**src/rtl/seqc_pkg.sv**
```systemverilog
package seqc_pkg;

    typedef enum logic [1:0] {
        MODE_ONCE    = 2'b00,
        MODE_REFRESH = 2'b01,
        MODE_TRIGGER = 2'b10
    } mode_e;

    typedef enum logic [2:0] {
        ST_INACT,
        ST_START,
        ST_BYTE,
        ST_ACK,
        ST_STOP,
        ST_LIDLE
    } state_e;

    typedef struct packed {
        logic start;
        logic stop;
        logic byte_go;
        logic ack_go;
        logic nack;
    } cmd_t;

    localparam cmd_t CMD_NONE = '{default: 1'b0};

    function automatic mode_e mode_decode(input logic [1:0] m);
        case (m)
            2'b01:   return MODE_REFRESH;
            2'b10:   return MODE_TRIGGER;
            default: return MODE_ONCE;
        endcase
    endfunction

    function automatic logic mode_loops(input mode_e m);
        return (m == MODE_REFRESH) || (m == MODE_TRIGGER);
    endfunction

    function automatic logic state_tracks(input state_e s);
        return (s == ST_START) || (s == ST_BYTE) || (s == ST_ACK) || (s == ST_STOP);
    endfunction

endpackage

```
**src/rtl/seqc_byte_cnt.sv**
```systemverilog
module seqc_byte_cnt #(
    parameter int LEN_W = 8
) (
    input  logic             clk,
    input  logic             rst,
    input  logic             clr,
    input  logic             inc,
    input  logic [LEN_W-1:0] len,
    output logic [LEN_W-1:0] cnt,
    output logic             last
);
    localparam int CW = LEN_W + 1;

    logic [LEN_W-1:0] cnt_q;
    logic [CW-1:0]    nxt_wide;

    always_ff @(posedge clk) begin
        if (rst || clr) begin
            cnt_q <= '0;
        end else if (inc) begin
            cnt_q <= cnt_q + LEN_W'(1);
        end
    end

    assign nxt_wide = {1'b0, cnt_q} + CW'(1);
    assign last     = (nxt_wide >= {1'b0, len});
    assign cnt      = cnt_q;

    // the count only steps up by one or restarts from zero
    assert_cnt_step_R7: assert property (@(posedge clk) disable iff (rst)
        (cnt_q != $past(cnt_q)) |-> ((cnt_q == $past(cnt_q) + LEN_W'(1)) || (cnt_q == '0)));

endmodule

```
**src/rtl/seqc_req_track.sv**
```systemverilog
module seqc_req_track (
    input  logic clk,
    input  logic rst,
    input  logic wr,
    input  logic sto,
    input  logic stopseq,
    input  logic loop_en,
    input  logic nack_mark,
    input  logic clear,
    output logic sto_pend,
    output logic seq_pend,
    output logic nack_sto
);
    always_ff @(posedge clk) begin
        if (rst || clear) begin
            sto_pend <= 1'b0;
            seq_pend <= 1'b0;
            nack_sto <= 1'b0;
        end else begin
            if (wr && sto) begin
                sto_pend <= 1'b1;
            end
            if (wr && !sto && stopseq && loop_en) begin
                seq_pend <= 1'b1;
            end
            if (nack_mark) begin
                nack_sto <= 1'b1;
            end
        end
    end

    // a frame-end stop request only exists in a loop mode
    assert_seqpend_loop_R12: assert property (@(posedge clk) disable iff (rst)
        seq_pend |-> loop_en);

    // a write with both bits never arms the frame-end request
    assert_sto_wins_R11: assert property (@(posedge clk) disable iff (rst)
        (wr && sto && stopseq && !seq_pend && !clear) |=> !seq_pend);

endmodule

```
**src/rtl/seqc_status.sv**
```systemverilog
module seqc_status (
    input  logic clk,
    input  logic rst,
    input  logic set_sd,
    input  logic set_fld,
    input  logic clr,
    output logic sd,
    output logic fld
);
    always_ff @(posedge clk) begin
        if (rst) begin
            sd  <= 1'b0;
            fld <= 1'b0;
        end else begin
            if (set_sd) begin
                sd <= 1'b1;
            end else if (clr) begin
                sd <= 1'b0;
            end
            if (set_fld) begin
                fld <= 1'b1;
            end else if (clr) begin
                fld <= 1'b0;
            end
        end
    end

    // frame-loop-done never appears without stop-done
    assert_fld_has_sd_R7: assert property (@(posedge clk) disable iff (rst)
        fld |-> sd);

endmodule

```
**src/rtl/i2c_seq_ctrl.sv**
```systemverilog
module i2c_seq_ctrl #(
    parameter int LEN_W = 8
) (
    input  logic             clk,
    input  logic             rst,
    input  logic             ctl_wr,
    input  logic             ctl_sta,
    input  logic             ctl_sto,
    input  logic             ctl_stopseq,
    input  logic             stat_clr,
    input  logic [1:0]       mode,
    input  logic             dir_rd,
    input  logic [LEN_W-1:0] frame_len,
    input  logic             refresh_tick,
    input  logic             trigger,
    input  logic             ev_start_done,
    input  logic             ev_byte_done,
    input  logic             ev_ack_done,
    input  logic             ev_stop_done,
    output logic             cmd_start,
    output logic             cmd_stop,
    output logic             cmd_byte,
    output logic             cmd_ack,
    output logic             cmd_nack,
    output logic             busy,
    output logic             loop_idle,
    output logic             stat_sd,
    output logic             stat_fld,
    output logic [LEN_W-1:0] byte_cnt
);
    import seqc_pkg::*;

    state_e           st_q, st_d;
    cmd_t             cmd_q, cmd_d;
    logic             fin_q, fin_d;
    logic             flset_q, flset_d;
    mode_e            cfg_mode;
    logic             cfg_rd;
    logic [LEN_W-1:0] cfg_len;

    logic cfg_load, cnt_clr, cnt_inc, nack_mark, go_inact;
    logic set_sd, set_fld, start_clr;
    logic sto_pend, seq_pend, nack_sto, is_last, in_loop, wr_track, sto_cut;

    assign in_loop  = mode_loops(cfg_mode);
    assign wr_track = ctl_wr && state_tracks(st_q);
    assign sto_cut  = cfg_rd ? nack_sto : sto_pend;

    always_comb begin
        st_d      = st_q;
        cmd_d     = CMD_NONE;
        fin_d     = fin_q;
        flset_d   = flset_q;
        cfg_load  = 1'b0;
        cnt_clr   = 1'b0;
        cnt_inc   = 1'b0;
        nack_mark = 1'b0;
        go_inact  = 1'b0;
        set_sd    = 1'b0;
        set_fld   = 1'b0;
        start_clr = 1'b0;
        case (st_q)
            ST_INACT: begin
                if (ctl_wr && ctl_sta && !ctl_sto) begin
                    cfg_load    = 1'b1;
                    start_clr   = 1'b1;
                    cnt_clr     = 1'b1;
                    fin_d       = 1'b0;
                    flset_d     = 1'b0;
                    cmd_d.start = 1'b1;
                    st_d        = ST_START;
                end
            end
            ST_START: begin
                if (ev_start_done) begin
                    cmd_d.byte_go = 1'b1;
                    st_d          = ST_BYTE;
                end
            end
            ST_BYTE: begin
                if (ev_byte_done) begin
                    cmd_d.ack_go = 1'b1;
                    cmd_d.nack   = cfg_rd && (is_last || sto_pend);
                    nack_mark    = cfg_rd && sto_pend;
                    st_d         = ST_ACK;
                end
            end
            ST_ACK: begin
                if (ev_ack_done) begin
                    cnt_inc = 1'b1;
                    if (sto_cut || (is_last && sto_pend)) begin
                        cmd_d.stop = 1'b1;
                        fin_d      = 1'b1;
                        flset_d    = 1'b1;
                        st_d       = ST_STOP;
                    end else if (is_last) begin
                        case (cfg_mode)
                            MODE_REFRESH: begin
                                cmd_d.stop = 1'b1;
                                fin_d      = seq_pend;
                                flset_d    = seq_pend;
                                st_d       = ST_STOP;
                            end
                            MODE_TRIGGER: begin
                                if (seq_pend) begin
                                    cmd_d.stop = 1'b1;
                                    fin_d      = 1'b1;
                                    flset_d    = 1'b1;
                                    st_d       = ST_STOP;
                                end else begin
                                    st_d = ST_LIDLE;
                                end
                            end
                            default: begin
                                cmd_d.stop = 1'b1;
                                fin_d      = 1'b1;
                                flset_d    = 1'b0;
                                st_d       = ST_STOP;
                            end
                        endcase
                    end else begin
                        cmd_d.byte_go = 1'b1;
                        st_d          = ST_BYTE;
                    end
                end
            end
            ST_STOP: begin
                if (ev_stop_done) begin
                    if (fin_q || (in_loop && (sto_pend || seq_pend))) begin
                        go_inact = 1'b1;
                        set_sd   = flset_q || !fin_q;
                        set_fld  = (flset_q || !fin_q) && in_loop;
                        st_d     = ST_INACT;
                    end else begin
                        st_d = ST_LIDLE;
                    end
                end
            end
            ST_LIDLE: begin
                if (ctl_wr && (ctl_sto || ctl_stopseq)) begin
                    if (cfg_mode == MODE_REFRESH) begin
                        go_inact = 1'b1;
                        set_sd   = 1'b1;
                        set_fld  = 1'b1;
                        st_d     = ST_INACT;
                    end else begin
                        cmd_d.stop = 1'b1;
                        fin_d      = 1'b1;
                        flset_d    = 1'b1;
                        st_d       = ST_STOP;
                    end
                end else if ((cfg_mode == MODE_REFRESH && refresh_tick) ||
                             (cfg_mode == MODE_TRIGGER && trigger)) begin
                    cmd_d.start = 1'b1;
                    cnt_clr     = 1'b1;
                    st_d        = ST_START;
                end
            end
            default: begin
                go_inact = 1'b1;
                st_d     = ST_INACT;
            end
        endcase
    end

    always_ff @(posedge clk) begin
        if (rst) begin
            st_q     <= ST_INACT;
            cmd_q    <= CMD_NONE;
            fin_q    <= 1'b0;
            flset_q  <= 1'b0;
            cfg_mode <= MODE_ONCE;
            cfg_rd   <= 1'b0;
            cfg_len  <= LEN_W'(1);
        end else begin
            st_q    <= st_d;
            cmd_q   <= cmd_d;
            fin_q   <= fin_d;
            flset_q <= flset_d;
            if (cfg_load) begin
                cfg_mode <= mode_decode(mode);
                cfg_rd   <= dir_rd;
                cfg_len  <= (frame_len == '0) ? LEN_W'(1) : frame_len;
            end
        end
    end

    seqc_byte_cnt #(.LEN_W(LEN_W)) u_cnt (
        .clk  (clk),
        .rst  (rst),
        .clr  (cnt_clr),
        .inc  (cnt_inc),
        .len  (cfg_len),
        .cnt  (byte_cnt),
        .last (is_last)
    );

    seqc_req_track u_req (
        .clk       (clk),
        .rst       (rst),
        .wr        (wr_track),
        .sto       (ctl_sto),
        .stopseq   (ctl_stopseq),
        .loop_en   (in_loop),
        .nack_mark (nack_mark),
        .clear     (go_inact),
        .sto_pend  (sto_pend),
        .seq_pend  (seq_pend),
        .nack_sto  (nack_sto)
    );

    seqc_status u_stat (
        .clk     (clk),
        .rst     (rst),
        .set_sd  (set_sd),
        .set_fld (set_fld),
        .clr     (stat_clr || start_clr),
        .sd      (stat_sd),
        .fld     (stat_fld)
    );

    assign cmd_start = cmd_q.start;
    assign cmd_stop  = cmd_q.stop;
    assign cmd_byte  = cmd_q.byte_go;
    assign cmd_ack   = cmd_q.ack_go;
    assign cmd_nack  = cmd_q.nack;
    assign busy      = (st_q != ST_INACT);
    assign loop_idle = (st_q == ST_LIDLE);

    // the engine never sees two commands in one cycle
    assert_one_cmd_R2: assert property (@(posedge clk) disable iff (rst)
        $onehot0({cmd_start, cmd_stop, cmd_byte, cmd_ack}));

    // a NACK is only requested with an acknowledge phase of a read
    assert_nack_read_R3: assert property (@(posedge clk) disable iff (rst)
        cmd_nack |-> (cmd_ack && cfg_rd));

    // stop-done rises only as the channel becomes inactive
    assert_sd_inactive_R7: assert property (@(posedge clk) disable iff (rst)
        $rose(stat_sd) |-> !busy);

    // an early stop between refresh frames is immediate
    assert_refresh_idle_stop_R9: assert property (@(posedge clk) disable iff (rst)
        (loop_idle && cfg_mode == MODE_REFRESH && ctl_wr && (ctl_sto || ctl_stopseq))
        |=> (!busy && !cmd_stop));

    // between frames no byte traffic is commanded
    assert_idle_quiet_R8: assert property (@(posedge clk) disable iff (rst)
        loop_idle |-> !(cmd_byte || cmd_ack));

endmodule

```
**config.mk**
```make
export PLATFORM = sky130hd
export DESIGN_NAME = i2c_seq_ctrl
export DESIGN_NICKNAME = d
export VERILOG_FILES = /design/src/rtl/seqc_pkg.sv /design/src/rtl/seqc_byte_cnt.sv /design/src/rtl/seqc_req_track.sv /design/src/rtl/seqc_status.sv /design/src/rtl/i2c_seq_ctrl.sv
export SDC_FILE = /design/constraint.sdc
export NUM_CORES = 1
export LEC_CHECK = 0
export CORE_MARGIN = 1.5
export CORE_UTILIZATION = 55
export CTS_CLUSTER_SIZE = 16
export DETAILED_ROUTE_END_ITERATION = 6
export PLACE_DENSITY = 0.85
export SYNTH_ARGS = -nofsm -noshare
export SYNTH_HDL_FRONTEND = slang
export SYNTH_HIERARCHICAL = 1
export SYNTH_SLANG_ARGS = --single-unit
```
**constraint.sdc**
```tcl
create_clock -name clk -period 4.9 [get_ports clk]
set_input_delay 0.735 -clock clk [delete_from_list [all_inputs] [get_ports clk]]
set_output_delay 0.735 -clock clk [all_outputs]
set_load 0.02 [all_outputs]
```
; Word-level counts from Yosys, hierarchy flattened
; Cells that the tools add are included.
[classes]
addsub = 2
n_lt_le_gt_ge = 1
n_eq_ne = 19
mux = 67
n_bitwise = 2
n_reduce_logical = 42
[ops]
columns = operator, count
row1 = $mux 1, 41
row2 = $mux 3, 11
row3 = $pmux 3 s6, 1
row4 = $logic_and 1x1->1, 15
row5 = $logic_or 1x1->1, 14
row6 = $pmux 1 s2, 7
row7 = $ne 2x2->1 const B, 6
row8 = $add 8x1->9 const B, 1
row9 = $ge 9x8->1, 1
row10 = $pmux 1 s3, 3
row11 = $add 8x1->8 const B, 1
row12 = $logic_not 8->1, 1
row13 = $mux 8, 1
row14 = $reduce_and 7->1, 1
row15 = $eq 3x2->1 const B, 2
row16 = $eq 3x3->1 const B, 2
row17 = $reduce_and 6->1, 1
row18 = $reduce_bool 3->1, 2
row19 = $eq 2x1->1 const B, 2
row20 = $eq 2x2->1 const B, 2
row21 = $mux 2, 2
row22 = $ne 4x2->1 const B, 1
row23 = $pmux 2 s2, 1
row24 = $reduce_bool 2->1, 2
row25 = 10 further kinds, 12
[totals]
ff_bits = 34
in_bits = 24
output_inout_bits = 17
wordCells = 150

; Depth between registers and ports, before layout
[depth]
ltp_word = 8
depth_mapped = 14
depth_no_buf = 13

; Hierarchy
; The synthesis kept the hierarchy.
[by_module_without_submodules]
columns = mod, n_inst, cells_per_inst, area_per_inst_um2, seq_area_each_um2
row1 = i2c_seq_ctrl, 1, 162, 1212.4, 420.4
row2 = seqc_byte_cnt, 1, 77, 635.6, 160.2
row3 = seqc_req_track, 1, 10, 103.8, 60.1
row4 = seqc_status, 1, 8, 70.1, 40.0

; Least setup slack after synthesis
; No wires, ideal clock.
[synth_path]
path_kind = flip-flop to flip-flop
start = register u_cnt.cnt_q[0], in the netlist u_cnt/cnt[0]
end = register fin_q
setup_ns = 0.122
arrival_time_ns = 2.737
t_required_ns = 4.778
path_slack_ns = 2.042
stages_incl_launch_ff = 14
path_buffers = 0
synth_period_minus_slack_ns = 2.858
cell_sequence = dfxtp_1 -> ha_1 -> nand3_1 -> xnor2_1 -> ha_1 -> a21oi_1 -> nand2_1 -> a211oi_1 -> o31ai_1 -> nand2b_1 -> a22o_1 -> o31a_1 -> o21ai_0 -> mux2i_1
[synth_between]
elab_chain_cells = 7
word_cells_on_any_way = 10
cone_classes = add/sub (1) / order compare (1) / eq/ne (2) / mux (3) / reduce/logical (3)
[synth_rtl]
columns = element, line
row1 = from (decl), seqc_byte_cnt.sv:14  ; logic [LEN_W-1:0] cnt_q;
row2 = from (signal assigned), seqc_byte_cnt.sv:21  ; cnt_q <= cnt_q + LEN_W'(1);
row3 = $add 8x1->9 *, seqc_byte_cnt.sv:25  ; assign nxt_wide = {1'b0, cnt_q} + CW'(1);
row4 = via u_cnt.nxt_wide[6], seqc_byte_cnt.sv:15  ; logic [CW-1:0] nxt_wide;
row5 = $ge 9x8->1 *, seqc_byte_cnt.sv:26  ; assign last = (nxt_wide >= {1'b0, len});
row6 = via is_last, i2c_seq_ctrl.sv:43  ; logic sto_pend, seq_pend, nack_sto, is_last, in_loop, wr_track, sto_cut;
row7 = $logic_and 1x1->1, i2c_seq_ctrl.sv:91  ; if (sto_cut || (is_last && sto_pend)) begin
row8 = $logic_or 1x1->1, i2c_seq_ctrl.sv:91
row9 = $mux 1, i2c_seq_ctrl.sv:91
row10 = $mux 1, i2c_seq_ctrl.sv:89  ; if (ev_ack_done) begin
row11 = $pmux 1 s3, i2c_seq_ctrl.sv:62  ; case (st_q)
row12 = to (signal assigned), i2c_seq_ctrl.sv:178  ; fin_q <= fin_d;
row13 = to (decl), i2c_seq_ctrl.sv:35  ; logic fin_q, fin_d;
; Mark *: on every way through the listed nets, which the timed path passes. The rest lies on a longest branch. The select of a mux whose other input is x is not followed.
; A chain may end at the register's enable or synchronous reset.

; Final worst setup path
; Same ends and word-level chain as after synthesis.

==> run metrics <==
CP Launch Type=flop; Post-Synth Simple-Gate Area=28.7%; Area Growth Syn to Fin=23.6%; Final Util=between 70% and 80%; Die X=roughly 64 um; WL final=between 4000 and 5000 um; CTS Root Cell=clkbuf_8; Worst EP arrival=roughly 3.3 ns; Worst Setup SP=u_cnt/cnt[0]$_SDFFE_PP0P_; clock slew seen by the registers of the worst setup and hold paths=~0.070 ns; largest net degree at the start of global routing=25; I/O Buffers=40; CTS tree=done; normalized max-slew margin=roughly a fifth; Post-Syn Area=slightly above 2000 um2; crit path kind=reg2reg; DRT Pass-1 Iters=4; Final GP Congestion=about 0.88; first-iteration detailed-routing DRC count=205; Clock Latency Late Sink=0.28 ns; initial antenna violation count=0; Peak Freq=323 MHz; Crit path required time=slightly above 5 ns; total CTS buffers=5; H-tree depth=2; crit end category=flop; I/O pin count=just over 40; # DRC=0; Nets=329; syn_area_per_cell=about 8 um2; HPWL after detailed placement=roughly 3600 um; Synth Net Count=between 200 and 300; RSZ-0062 raised after global routing=no; status=completed; crit path max-delay cell type=dfxtp_1; Max Cap Viol=0; ANT nets after route=0; most common flop cell mapped by yosys=dfxtp_1; HP Class=reg2reg; crit-path most repeated cell=ha_1; # hold bufs at CTS=0; number of global-route vias before repair=about 1800; final hold vios=0; sequential share of the synthesized area=between 30% and 40%; worst slew pin tran=roughly 1.2 ns; post-CTS setup buffers=0; multiplexer share of the synthesized area=approximately 2.0%; largest fanout on the critical path=8; Worst R2R Setup Slack=1.80 ns; hold path depth=2; post_cts resized=0; main combinational cell family by area after synthesis=simple AND/OR/NAND/NOR gates; non-filler cells, final=340; FF-to-FF Start=u_cnt/cnt[0]$_SDFFE_PP0P_; WL/cell=14.4 um; Worst VDD drop=152 uV; adder-cell area share of the yosys netlist=slightly below 7%; Synth Area in Compound Gates=around 17%; full die area=a little over 4000 um2; gr usage total=between 20% and 30%; fin. max-slew vios=0; Die Span Y=around 64 um; CP cell instances=ha_1 > nand3_1 > xnor2_1 > ha_1 > a21oi_1 > nand2_1 > a211oi_1 > o31ai_1 > nand2b_1 > a22o_1 > o31a_1 > o21ai_0 > mux2i_1; Synth Register Bits=34; vias per cell=5.66; synth warn=6; placed cells=around 330; grt total ovfl=0; EDFF count, synth=0; Initial Util=around three fifths; Syn Inst Count=~260; layout cells sized above 1=under 10%; Clock Skew=between 0.003 and 0.004 ns; ys async rst share=0%; Crit path largest cell delay=between 0.5 and 0.6 ns; reg2reg path depth=13; area of the core=approximately 3400 um2; clock period minus final worst setup slack=roughly 3.1 ns; r2r endpoint=fin_q$_SDFFE_PP0P_; fin area=between 2000 and 2500 um2; via count=between 1500 and 2000; fin crit share=a little over three fifths; Site Rows=21; global-route wire length before repair=between 8000 and 9000 um; Finish-stage setup viols=0; setup_tns=0 ns; xor and xnor area share after synthesis=around 5.6%; P_leak=~0.95 nW; maximum clock path buffer count=2; termination of the worst setup path=fin_q$_SDFFE_PP0P_; Placed Area=approximately 2400 um2; post-synthesis cell type count=52; Power per Cell Area=272 nW/um2; antenna diode count=0; Sink Count=34
==> worst min-delay path by stage <==
stage | start | endpoint
2_1_floorplan | flset_q$_SDFFE_PP0P_ | flset_q$_SDFFE_PP0P_
3_3_place_gp | cfg_len[1]$_SDFFE_PP0P_ | cfg_len[1]$_SDFFE_PP0P_
3_5_place_dp | cfg_len[1]$_SDFFE_PP0P_ | cfg_len[1]$_SDFFE_PP0P_
4_1_cts | cfg_len[1]$_SDFFE_PP0P_ | cfg_len[1]$_SDFFE_PP0P_
5_1_grt | cfg_len[1]$_SDFFE_PP0P_ | cfg_len[1]$_SDFFE_PP0P_
6_report | cfg_len[1]$_SDFFE_PP0P_ | cfg_len[1]$_SDFFE_PP0P_
==> metal layers <==
layer / global-route usage, % / share of wire (%)
met3: 4.11 / 6.4
met5: 0 / 0
met1: 35.4 / 47
met4: 8.42 / 0.78
met2: 41.3 / 45
==> cell type report <==
type	instances	area, um2
Clock buffer	5	68.8
Inverter	18	67.6
Timing Repair Buffer	40	400
Clock inverter	2	10.0
Sequential cell	34	681
Fill cell	297	942
Multi-Input combinational cell	195	1210
Tap cell	46	57.6
==> synth_stat cells (all sizes together) (4+ instances only) <==
master / n / share of area [%]
xor2: 8 / 3.5
nand2: 37 / 7.0
and3: 5 / 1.5
inv: 18 / 3.3
nor2: 23 / 4.3
xnor2: 5 / 2.2
nand4: 5 / 1.9
o21ai: 14 / 3.5
buf: 4 / 1.3
clkbuf: 6 / 1.6
nand3: 8 / 2.0
a21oi: 21 / 5.2
dfxtp: 34 / 34
nor3: 8 / 2.0
ha: 11 / 6.8
nand2b: 8 / 2.5
==> kinds of logic (layout without fill, tap and decap cells) <==
logic type               count (synthesis)  in the layout
AND/OR/NAND/NOR                        114            114
AO/OA/AOI/OAI                           53             53
flip-flops                              34             34
buffers and inverters                   28             65
XOR/XNOR                                13             13
adder cells (fa/ha/maj)                 11             11
multiplexers                             4              4
==> metrics by stage <==
| step | setup WS (ns) | hold slack, ns | power, mW |
|---|---|---|---|
| after floorplan | 2.04 | 0.433 | 0.430 |
| after global placement | 2.04 | 0.443 | 0.485 |
| after detailed placement | 1.88 | 0.448 | 0.489 |
| after CTS | 1.84 | 0.458 | 0.684 |
| after global routing | 1.50 | 0.478 | 0.720 |
| final | 1.80 | 0.456 | 0.680 |
==> sequential cells by signal (all words and copies together) (netlist names) <==
name            flops
cmd_nack            1
cfg_rd              1
u_req/sto_pend      1
flset_q             1
cfg_len             8
cmd_ack             1
u_cnt/cnt           8
fin_q               1
u_stat/sd           1
cmd_start           1
st_q                3
u_req/seq_pend      1
u_stat/fld          1
cmd_stop            1
cfg_mode            2
cmd_byte            1
u_req/nack_sto      1
==> layout by cell type (no fill, tap or decap), types with 7 or more instances in the layout <==
master	Yosys	layout
a21oi_1	21	21
nor3_1	8	8
inv_1	18	18
ha_1	11	11
nand2b_1	8	8
o21ai_0	7	7
clkdlybuf4s50_1	0	40
xor2_1	8	8
nor2_1	23	23
o21ai_1	7	7
dfxtp_1	34	34
nand3_1	8	8
nand2_1	36	36
==> report_power, final <==
| part | switching, mW | internal [mW] | leakage, nW | total [mW] |
|---|---|---|---|---|
| registers | 0.0220 | 0.289 | 0.275 | 0.311 |
| logic | 0.0949 | 0.0820 | 0.626 | 0.177 |
| clock network | 0.0968 | 0.0952 | 0.0438 | 0.192 |
| total | 0.214 | 0.466 | 0.945 | 0.680 |
==> worst max-delay path: cells and delay by family, from the launching register on <==
family          cells  cell delay, ns
fa+ha+maj           2            0.65
compound gates      6            1.19
flops               1            0.52
xor+xnor            1            0.15
mux                 1            0.09
simple gates        3            0.39
Power figures use the tool's default switching activity.
